File: src/rtl/uart_rx_pkg.sv
// Package: shared register offsets and flag layout for the receive status unit.
// Assumes an address space of at least 4 bits and at most two channels.
package uart_rx_pkg;

    // Per-channel register offsets; channel c sits at c*CH_STRIDE
    localparam int CH_STRIDE   = 4;
    localparam int OFS_DATA    = 0;
    localparam int OFS_STAT    = 1;
    localparam int OFS_CLR     = 2;

    // Shared trigger and status addresses
    localparam int ADDR_START  = 8;
    localparam int ADDR_STOP   = 9;
    localparam int ADDR_ENSTAT = 10;

    // Number of clearable error flags
    localparam int ERR_FLAGS   = 3;

    // Status layout: bit3 full, bit2 parity, bit1 framing, bit0 overrun
    typedef struct packed {
        logic full;
        logic par;
        logic frm;
        logic ovr;
    } rx_flags_t;

endpackage

File: src/rtl/uart_rx_chan.sv
// Module: one receive channel's data holding register and status flags.
// Assumes frame_done is a single-cycle pulse and data_rd/clr_wr are
// already decoded single-cycle strobes from the register decoder.
module uart_rx_chan
    import uart_rx_pkg::*;
#(
    parameter int DATA_W = 8
) (
    input  logic                 clk,
    input  logic                 rst_n,
    input  logic                 enable,
    input  logic                 frame_done,
    input  logic [DATA_W-1:0]    frame_byte,
    input  logic                 par_bad,
    input  logic                 stop_bad,
    input  logic                 data_rd,
    input  logic                 clr_wr,
    input  logic [ERR_FLAGS-1:0] clr_mask,
    output rx_flags_t            flags,
    output logic [DATA_W-1:0]    held_byte
);

    logic accept;
    logic has_room;
    logic store;
    logic overrun_evt;
    logic clr_ovr;
    logic clr_frm;
    logic clr_par;

    // Classify the incoming frame against the buffer state
    always_comb begin
        accept      = enable && frame_done;
        has_room    = !flags.full || data_rd;
        store       = accept && has_room;
        overrun_evt = accept && !has_room;
        clr_ovr     = clr_wr && clr_mask[0];
        clr_frm     = clr_wr && clr_mask[1];
        clr_par     = clr_wr && clr_mask[2];
    end

    // Hold the byte of the last stored frame
    always_ff @(posedge clk) begin
        if (!rst_n) begin
            held_byte <= '0;
        end else if (store) begin
            held_byte <= frame_byte;
        end
    end

    // Update buffer-full and the sticky error flags (set beats clear)
    always_ff @(posedge clk) begin
        if (!rst_n) begin
            flags <= '0;
        end else begin
            if (store) begin
                flags.full <= 1'b1;
            end else if (data_rd) begin
                flags.full <= 1'b0;
            end
            flags.ovr <= overrun_evt || (flags.ovr && !clr_ovr);
            flags.frm <= (accept && stop_bad) || (flags.frm && !clr_frm);
            flags.par <= (accept && par_bad) || (flags.par && !clr_par);
        end
    end

endmodule

File: src/rtl/uart_rx_ctrl.sv
// Module: per-channel enable status driven by start and stop trigger pulses.
// Assumes start_set/stop_set are single-cycle masks; stop wins on a tie.
module uart_rx_ctrl #(
    parameter int NUM_CH = 2
) (
    input  logic              clk,
    input  logic              rst_n,
    input  logic [NUM_CH-1:0] start_set,
    input  logic [NUM_CH-1:0] stop_set,
    output logic [NUM_CH-1:0] enable
);

    // One enable bit per channel
    for (genvar c = 0; c < NUM_CH; c++) begin : g_en
        // Apply stop before start, else hold
        always_ff @(posedge clk) begin
            if (!rst_n) begin
                enable[c] <= 1'b0;
            end else if (stop_set[c]) begin
                enable[c] <= 1'b0;
            end else if (start_set[c]) begin
                enable[c] <= 1'b1;
            end
        end
    end

endmodule

File: src/rtl/uart_rx_regdec.sv
// Module: address decode of the register bus into strobes plus read mux.
// Assumes one access per cycle; trigger and clear registers read as zero.
module uart_rx_regdec
    import uart_rx_pkg::*;
#(
    parameter int NUM_CH = 2,
    parameter int DATA_W = 8,
    parameter int ADDR_W = 4
) (
    input  logic [ADDR_W-1:0]              bus_addr,
    input  logic                           bus_rd,
    input  logic                           bus_wr,
    input  logic [DATA_W-1:0]              bus_wdata,
    input  rx_flags_t [NUM_CH-1:0]         flags,
    input  logic [NUM_CH-1:0][DATA_W-1:0]  held,
    input  logic [NUM_CH-1:0]              enable,
    output logic [NUM_CH-1:0]              data_rd,
    output logic [NUM_CH-1:0]              clr_wr,
    output logic [ERR_FLAGS-1:0]           clr_mask,
    output logic [NUM_CH-1:0]              start_set,
    output logic [NUM_CH-1:0]              stop_set,
    output logic [DATA_W-1:0]              rdata_next
);

    localparam logic [ADDR_W-1:0] A_START  = ADDR_W'(ADDR_START);
    localparam logic [ADDR_W-1:0] A_STOP   = ADDR_W'(ADDR_STOP);
    localparam logic [ADDR_W-1:0] A_ENSTAT = ADDR_W'(ADDR_ENSTAT);

    logic unused_wdata;
    assign unused_wdata = ^bus_wdata[DATA_W-1:ERR_FLAGS];

    // Per-channel strobes from the channel's address window
    for (genvar c = 0; c < NUM_CH; c++) begin : g_dec
        localparam logic [ADDR_W-1:0] A_DATA = ADDR_W'(c * CH_STRIDE + OFS_DATA);
        localparam logic [ADDR_W-1:0] A_CLR  = ADDR_W'(c * CH_STRIDE + OFS_CLR);
        assign data_rd[c] = bus_rd && (bus_addr == A_DATA);
        assign clr_wr[c]  = bus_wr && (bus_addr == A_CLR);
    end

    // Trigger masks and clear mask taken from write data
    always_comb begin
        clr_mask  = bus_wdata[ERR_FLAGS-1:0];
        start_set = (bus_wr && bus_addr == A_START) ? bus_wdata[NUM_CH-1:0] : '0;
        stop_set  = (bus_wr && bus_addr == A_STOP)  ? bus_wdata[NUM_CH-1:0] : '0;
    end

    // Read mux: data, status and enable state; all else reads zero
    always_comb begin
        rdata_next = '0;
        for (int c = 0; c < NUM_CH; c++) begin
            if (bus_addr == ADDR_W'(c * CH_STRIDE + OFS_DATA)) begin
                rdata_next = held[c];
            end
            if (bus_addr == ADDR_W'(c * CH_STRIDE + OFS_STAT)) begin
                rdata_next = DATA_W'(flags[c]);
            end
        end
        if (bus_addr == A_ENSTAT) begin
            rdata_next = DATA_W'(enable);
        end
    end

endmodule

File: src/rtl/uart_rx_status.sv
// Module: top of the UART receive status and error-clear unit.
// Assumes the receiver core pulses rx_done for one cycle per frame and
// that NUM_CH is at most 2 so the address map fits a 4-bit space.
module uart_rx_status
    import uart_rx_pkg::*;
#(
    parameter int NUM_CH = 2,
    parameter int DATA_W = 8,
    parameter int ADDR_W = 4
) (
    input  logic                       clk,
    input  logic                       rst_n,
    input  logic [NUM_CH-1:0]          rx_done,
    input  logic [NUM_CH*DATA_W-1:0]   rx_data,
    input  logic [NUM_CH-1:0]          rx_parity_bad,
    input  logic [NUM_CH-1:0]          rx_stop_bad,
    input  logic [ADDR_W-1:0]          bus_addr,
    input  logic                       bus_rd,
    input  logic                       bus_wr,
    input  logic [DATA_W-1:0]          bus_wdata,
    output logic [DATA_W-1:0]          bus_rdata,
    output logic [NUM_CH-1:0]          ch_enable
);

    rx_flags_t [NUM_CH-1:0]         ch_flags;
    logic [NUM_CH-1:0][DATA_W-1:0]  ch_byte;
    logic [NUM_CH-1:0]              data_rd;
    logic [NUM_CH-1:0]              clr_wr;
    logic [ERR_FLAGS-1:0]           clr_mask;
    logic [NUM_CH-1:0]              start_set;
    logic [NUM_CH-1:0]              stop_set;
    logic [DATA_W-1:0]              rdata_next;

    uart_rx_regdec #(
        .NUM_CH (NUM_CH),
        .DATA_W (DATA_W),
        .ADDR_W (ADDR_W)
    ) u_regdec (
        .bus_addr   (bus_addr),
        .bus_rd     (bus_rd),
        .bus_wr     (bus_wr),
        .bus_wdata  (bus_wdata),
        .flags      (ch_flags),
        .held       (ch_byte),
        .enable     (ch_enable),
        .data_rd    (data_rd),
        .clr_wr     (clr_wr),
        .clr_mask   (clr_mask),
        .start_set  (start_set),
        .stop_set   (stop_set),
        .rdata_next (rdata_next)
    );

    uart_rx_ctrl #(
        .NUM_CH (NUM_CH)
    ) u_ctrl (
        .clk       (clk),
        .rst_n     (rst_n),
        .start_set (start_set),
        .stop_set  (stop_set),
        .enable    (ch_enable)
    );

    // One status/data channel per receiver
    for (genvar c = 0; c < NUM_CH; c++) begin : g_ch
        uart_rx_chan #(
            .DATA_W (DATA_W)
        ) u_chan (
            .clk        (clk),
            .rst_n      (rst_n),
            .enable     (ch_enable[c]),
            .frame_done (rx_done[c]),
            .frame_byte (rx_data[c*DATA_W +: DATA_W]),
            .par_bad    (rx_parity_bad[c]),
            .stop_bad   (rx_stop_bad[c]),
            .data_rd    (data_rd[c]),
            .clr_wr     (clr_wr[c]),
            .clr_mask   (clr_mask),
            .flags      (ch_flags[c]),
            .held_byte  (ch_byte[c])
        );
    end

    // Register read data for one-cycle read latency
    always_ff @(posedge clk) begin
        if (!rst_n) begin
            bus_rdata <= '0;
        end else if (bus_rd) begin
            bus_rdata <= rdata_next;
        end
    end

endmodule

File: config.mk
export PLATFORM = sky130hd
export DESIGN_NAME = uart_rx_status
export DESIGN_NICKNAME = d
export VERILOG_FILES = /design/src/rtl/uart_rx_pkg.sv /design/src/rtl/uart_rx_chan.sv /design/src/rtl/uart_rx_ctrl.sv /design/src/rtl/uart_rx_regdec.sv /design/src/rtl/uart_rx_status.sv
export SDC_FILE = /design/constraint.sdc
export NUM_CORES = 1
export LEC_CHECK = 0
export BUFFER_PORTS_ARGS = -buffer_cell sky130_fd_sc_hd__buf_2
export CAP_MARGIN = 5
export CORE_ASPECT_RATIO = 0.6
export CORE_MARGIN = 8
export CORE_UTILIZATION = 50
export CTS_BUF_LIST = sky130_fd_sc_hd__clkbuf_8
export DETAILED_ROUTE_END_ITERATION = 8
export GPL_ROUTABILITY_DRIVEN = 0
export PLACE_DENSITY_LB_ADDON = 0.1
export SETUP_SLACK_MARGIN = 0.1
export SKIP_LAST_GASP = 1
export SLEW_MARGIN = 20
export SYNTH_ARGS = -nofsm -noshare
export SYNTH_HDL_FRONTEND = slang
export SYNTH_HIERARCHICAL = 1
export SYNTH_SLANG_ARGS = --single-unit
File: constraint.sdc
create_clock -name clk -period 1.87 [get_ports clk]
set_input_delay 0.0935 -clock clk [delete_from_list [all_inputs] [get_ports clk]]
set_output_delay 0.0935 -clock clk [all_outputs]
set_load 0.05 [all_outputs]
Word level (Yosys, flattened, before mapping)

Cells that the tools add are included.

Flip-flop bits (word level): 34
Input bits: 38
Output and inout port bits: 10
Logic and storage cells: 84

Eq/ne operators: 8
Mux-type cells: 11
Bitwise operators: 1
Reductions and logical operators: 51

Operators with widths:

| cell                                                | number |
|---|---|
| two-way mux 8 bit                                   | 5 |
| logical AND 1 bit                                   | 28 |
| equality test 4 x 3 -> 1 bit, second input constant | 3 |
| equality test 4 bit, second input constant          | 3 |
| logical NOT 1 bit                                   | 10 |
| logical OR 1 bit                                    | 8 |
| equality test 4 x 1 -> 1 bit, second input constant | 1 |
| equality test 4 x 2 -> 1 bit, second input constant | 1 |
| logical NOT 4 bit                                   | 1 |
| two-way mux 1 bit                                   | 4 |
| two-way mux 2 bit                                   | 2 |
| nonzero test 2 bit                                  | 2 |
| OR reduction 2 bit                                  | 2 |
| inverter 1 bit                                      | 1 |

Logic depth before layout (Yosys ltp)

Depth after elaboration: 6
Mapped depth: 6
Gate-level depth less buffers: 5

Cells and area by module

Netlist, hierarchy kept.

Modules (own cells, without submodules):

| module         | instances | cells each | area an instance (um2) | seq. area each (um2) |
|---|---|---|---|---|
| uart_rx_chan   | 2         | 52         | 491.7                  | 240.2 |
| uart_rx_regdec | 1         | 53         | 400.4                  | 0.0 |
| uart_rx_status | 1         | 25         | 301.5                  | 160.2 |
| uart_rx_ctrl   | 1         | 6          | 72.6                   | 40.0 |

Least setup slack after synthesis

Ideal clock, no wire load.

Path type: input to register
Start point: input port bus_addr[1]
End point: register g_ch[0].u_chan.held_byte[0]
Setup time: 0.072 ns
Arrival time: 1.374 ns
Slack: 0.424 ns
Stages: 6
Path buffers: 1
Cell sequence: buf_2 or3_4 nor3b_2 and2b_4 nor2_8 mux2i_1

Longest elaborated chain between the ends: 4

Ends and longest elaborated chain:

| item                 | line                 | RTL |
|---|---|---|
| from (decl)          | uart_rx_status.sv:17 | `input logic [ADDR_W-1:0] bus_addr,` |
| logical NOT 4 bit    | uart_rx_regdec.sv:36 | `assign data_rd[c] = bus_rd && (bus_addr == A_DATA);` |
| logical AND 1 bit    | uart_rx_regdec.sv:36 |  |
| via data_rd[0]       | uart_rx_status.sv:27 | `logic [NUM_CH-1:0] data_rd;` |
| logical OR 1 bit     | uart_rx_chan.sv:34   | `has_room = !flags.full \|\| data_rd;` |
| logical AND 1 bit    | uart_rx_chan.sv:35   | `store = accept && has_room;` |
| to (signal assigned) | uart_rx_chan.sv:47   | `held_byte <= frame_byte;` |
| to (decl)            | uart_rx_chan.sv:20   | `output logic [DATA_W-1:0] held_byte` |

The timed path passes the listed nets, and every way through them passes these cells.
A chain may end at the register's enable or synchronous reset.

Worst setup path in the final report

Start point: input port bus_addr[1]
End point: register g_ch[0].u_chan.held_byte[6]

Same word-level chain as after synthesis.

==> impl_metrics.env <==
export IMPL_yosysTopAreaCell="dfxtp_1"
export IMPL_pwr_share_clk_pct=38.4
export IMPL_cp_arrival_ns=1.56
export IMPL_core_area_um2=3300
export IMPL_wirelength_um=4280
export IMPL_synth_top_area_share_pct=38.7
export IMPL_diodes=0
export IMPL_dieArea_um2=5730
export IMPL_initial_utilization_pct=53.2
export IMPL_grt_pass1_vias=1423
export IMPL_reg2reg_depth=4
export IMPL_crit_required_ns=2.07
export IMPL_met3_usage_pct=5.40
export IMPL_via_per_inst=5.32
export IMPL_antenna_left=0
export IMPL_ios=48
export IMPL_die_y_um=61.9
export IMPL_syn_inst=188
export IMPL_skew_ns=0.00872
export IMPL_seqPwrFrac_pct=51.7
export IMPL_combPwrFrac_pct=9.9
export IMPL_row_count=16
export IMPL_final_area_um2=2050
export IMPL_switchingPower_uw=334
export IMPL_drv_slew=0
export IMPL_hold_viol_final=0
export IMPL_use_met2_pct=24.1
export IMPL_post_cts_repair_setup_buffers=0
export IMPL_cts_sinks=34
export IMPL_clock_latency_ns=0.28
export IMPL_ctsResizeCount=0
export IMPL_drive_gt1_share_pct=28.5
export IMPL_synthAdderAreaFrac_pct=0
export IMPL_crit_type="in -> reg"
export IMPL_fin_tns_setup_ns=0
export IMPL_cts_buffers=5
export IMPL_status="finished clean"
export IMPL_crit_start="bus_addr[1]"
export IMPL_fin_cells=273
export IMPL_synth_cell_type_count=36
export IMPL_timing_fmax_mhz=736
export IMPL_ys_top_cells_by_area="dfxtp_1, mux2i_1, nand2_1"
export IMPL_finalCriticalPeriod_ns=1.36
export IMPL_worst_pin_slew_ns=0.741
export IMPL_relSlewSlack_pct=50.6
export IMPL_placed_area_um2=1960
export IMPL_rrSetupSlack_ns=0.60
export IMPL_grt_util_met1_pct=19.4
export IMPL_yosys_area_share_xor_xnor_pct=0
export IMPL_clockRootBuffer="clkbuf_8"
export IMPL_num_vias=1453
export IMPL_drt_iter0_markers=84
export IMPL_crit_path_end_kind="flip-flop"
export IMPL_synth_top_family_by_area="simple AND/OR/NAND/NOR gates"
export IMPL_placedCellCount=265
export IMPL_drc=0
export IMPL_cts_clk_slew_worst_paths_ns=0.07
export IMPL_port_buffers=42
export IMPL_hold_class="in -> reg"
export IMPL_layout_common_cells="buf_2, nand2_1, dfxtp_1, mux2i_1, nor2b_1"
export IMPL_period_share_pct=72.7
export IMPL_ctsHoldBuffers=0
export IMPL_timing_hold_ws_ns=0.0580
export IMPL_sw_frac_of_total_pct=23.6
export IMPL_cts_max_level=2
export IMPL_syn_nets=226
export IMPL_grt_usage_pct=15.4
export IMPL_critical_path_max_fanout=10
export IMPL_setup_worst_path_end="g_ch[0].u_chan/held_byte[6]"
export IMPL_avgSynthCellArea_um2=9.35
export IMPL_rsz0062_at_grt="no"
export IMPL_final_common_cell="buf_2"
export IMPL_first_pass_iters=4
export IMPL_wl_per_cell_um=15.7
export IMPL_p_int_uw=1080
export IMPL_clockBufferDepth=2
export IMPL_grt_pass1_wl_um=6860
export IMPL_r2r_end="bus_rdata[0]"
export IMPL_synth_area_um2=1760
export IMPL_ys_seq_elements=34
export IMPL_yosysSeqAreaShare_pct=38.7
export IMPL_synth_warnings=6
export IMPL_busiest_layer="met2"
export IMPL_nNetsFinal=265
export IMPL_die_width_um=92.6
export IMPL_hpwlAfterDp_um=3190
export IMPL_area_growth_pct=16.4
export IMPL_start_kind="input port"
export IMPL_cts_tree="built"
export IMPL_synthMuxAreaShare_pct=17.2
export IMPL_setup_viol=0
export IMPL_p_per_area_nw_per_um2=691
export IMPL_grt_max_degree=51
export IMPL_synth_simple_area_share_pct=31.7
export IMPL_grt_antenna_before_repair=0
export IMPL_reg2reg_from="g_ch[1].u_chan/flags[0]"
export IMPL_grt_overflow_total=0
export IMPL_drv_cap=0
export IMPL_ir_drop_uv=376
export IMPL_p_leak_uw=0.000797
export IMPL_synth_compound_area_share_pct=7.62
[critical path: stages]
cell     delay [ns]
buf_2          0.16
or3_4          0.43
nor3b_2        0.23
and2b_4        0.24
nor2_8         0.18
mux2i_1        0.21
[power by group through the flow]
stage	Sequential [µW]	Combinational, µW	Clock [µW]
2_1_floorplan	753	83.5	0
3_3_place_gp	747	133	0
3_5_place_dp	748	138	0
4_1_cts	731	139	561
5_1_grt	731	152	599
6_report	731	140	543
[per-stage QoR]
| step | utilization (%) | worst slack [ns] | total power (µW) |
|---|---|---|---|
| finish | 62.0 | 0.511 | 1410 |
| global route | 62.0 | 0.456 | 1480 |
| CTS | 62.0 | 0.537 | 1430 |
| detailed placement | 59.2 | 0.210 | 886 |
| global placement | 59.2 | 0.290 | 881 |
| floorplan | - | 0.424 | 836 |
[per-layer routing]
layer | part of all wire (%) | vias to the layer above
li1 | - | 720
met1 | 47 | 674
met2 | 43 | 57
met3 | 8.7 | 2
met4 | 0.63 | 0
met5 | 0 | -
[cell families after synthesis]
kind of cell | Yosys count
DFF | 34
muxes | 29
and+or+nand+nor | 94
buffers and inverters | 13
AOI/OAI and AO/OA | 18
[Yosys cell counts, drive strengths merged]
cell type and n:
nand3 2, mux2i 28, and3b 1, and2 1, a32oi 6, o31a 1
and2b 4, or3 1, a21oi 4, clkbuf 4, nor4b 1, o22ai 1
inv 2, o221ai 2, buf 7, nor3b 4, mux4 1, a22o 1
nand2b 1, nor2 12, nand3b 1, o21ai 2, nor2b 18, dfxtp 34
nand2 42, nand4bb 2, or2b 1, a221o 1, nor3 3
[registers in the layout, indices dropped and copies added (netlist names)]
register	count
bus_rdata	8
g_ch.u_chan/held_byte	16
g_ch.u_chan/flags	8
u_ctrl/enable	2
[area by class of cell]
| class | count | area (µm²) |
|---|---|---|
| fillers | 301 | 1260 |
| flip-flops and latches | 34 | 681 |
| well taps | 45 | 56.3 |
| clock inverters | 2 | 8.76 |
| inverters | 2 | 7.51 |
| multi-input cells | 141 | 993 |
| clock buffers | 6 | 82.6 |
| repair buffers | 43 | 218 |
[how the worst min path moves through the flow]
| stage | from | endpoint | depth (start not counted) |
|---|---|---|---|
| floorplan | rst_n | bus_rdata[0] | 1 |
| global placement | rx_data[13] | g_ch[1].u_chan/held_byte[5] | 3 |
| global route | rx_data[2] | g_ch[0].u_chan/held_byte[2] | 3 |
| finish | rx_data[13] | g_ch[1].u_chan/held_byte[5] | 3 |
| CTS | rx_data[13] | g_ch[1].u_chan/held_byte[5] | 3 |
| detailed placement | rx_data[4] | g_ch[0].u_chan/held_byte[4] | 3 |
Note: power is estimated with default switching activity, not from simulation.
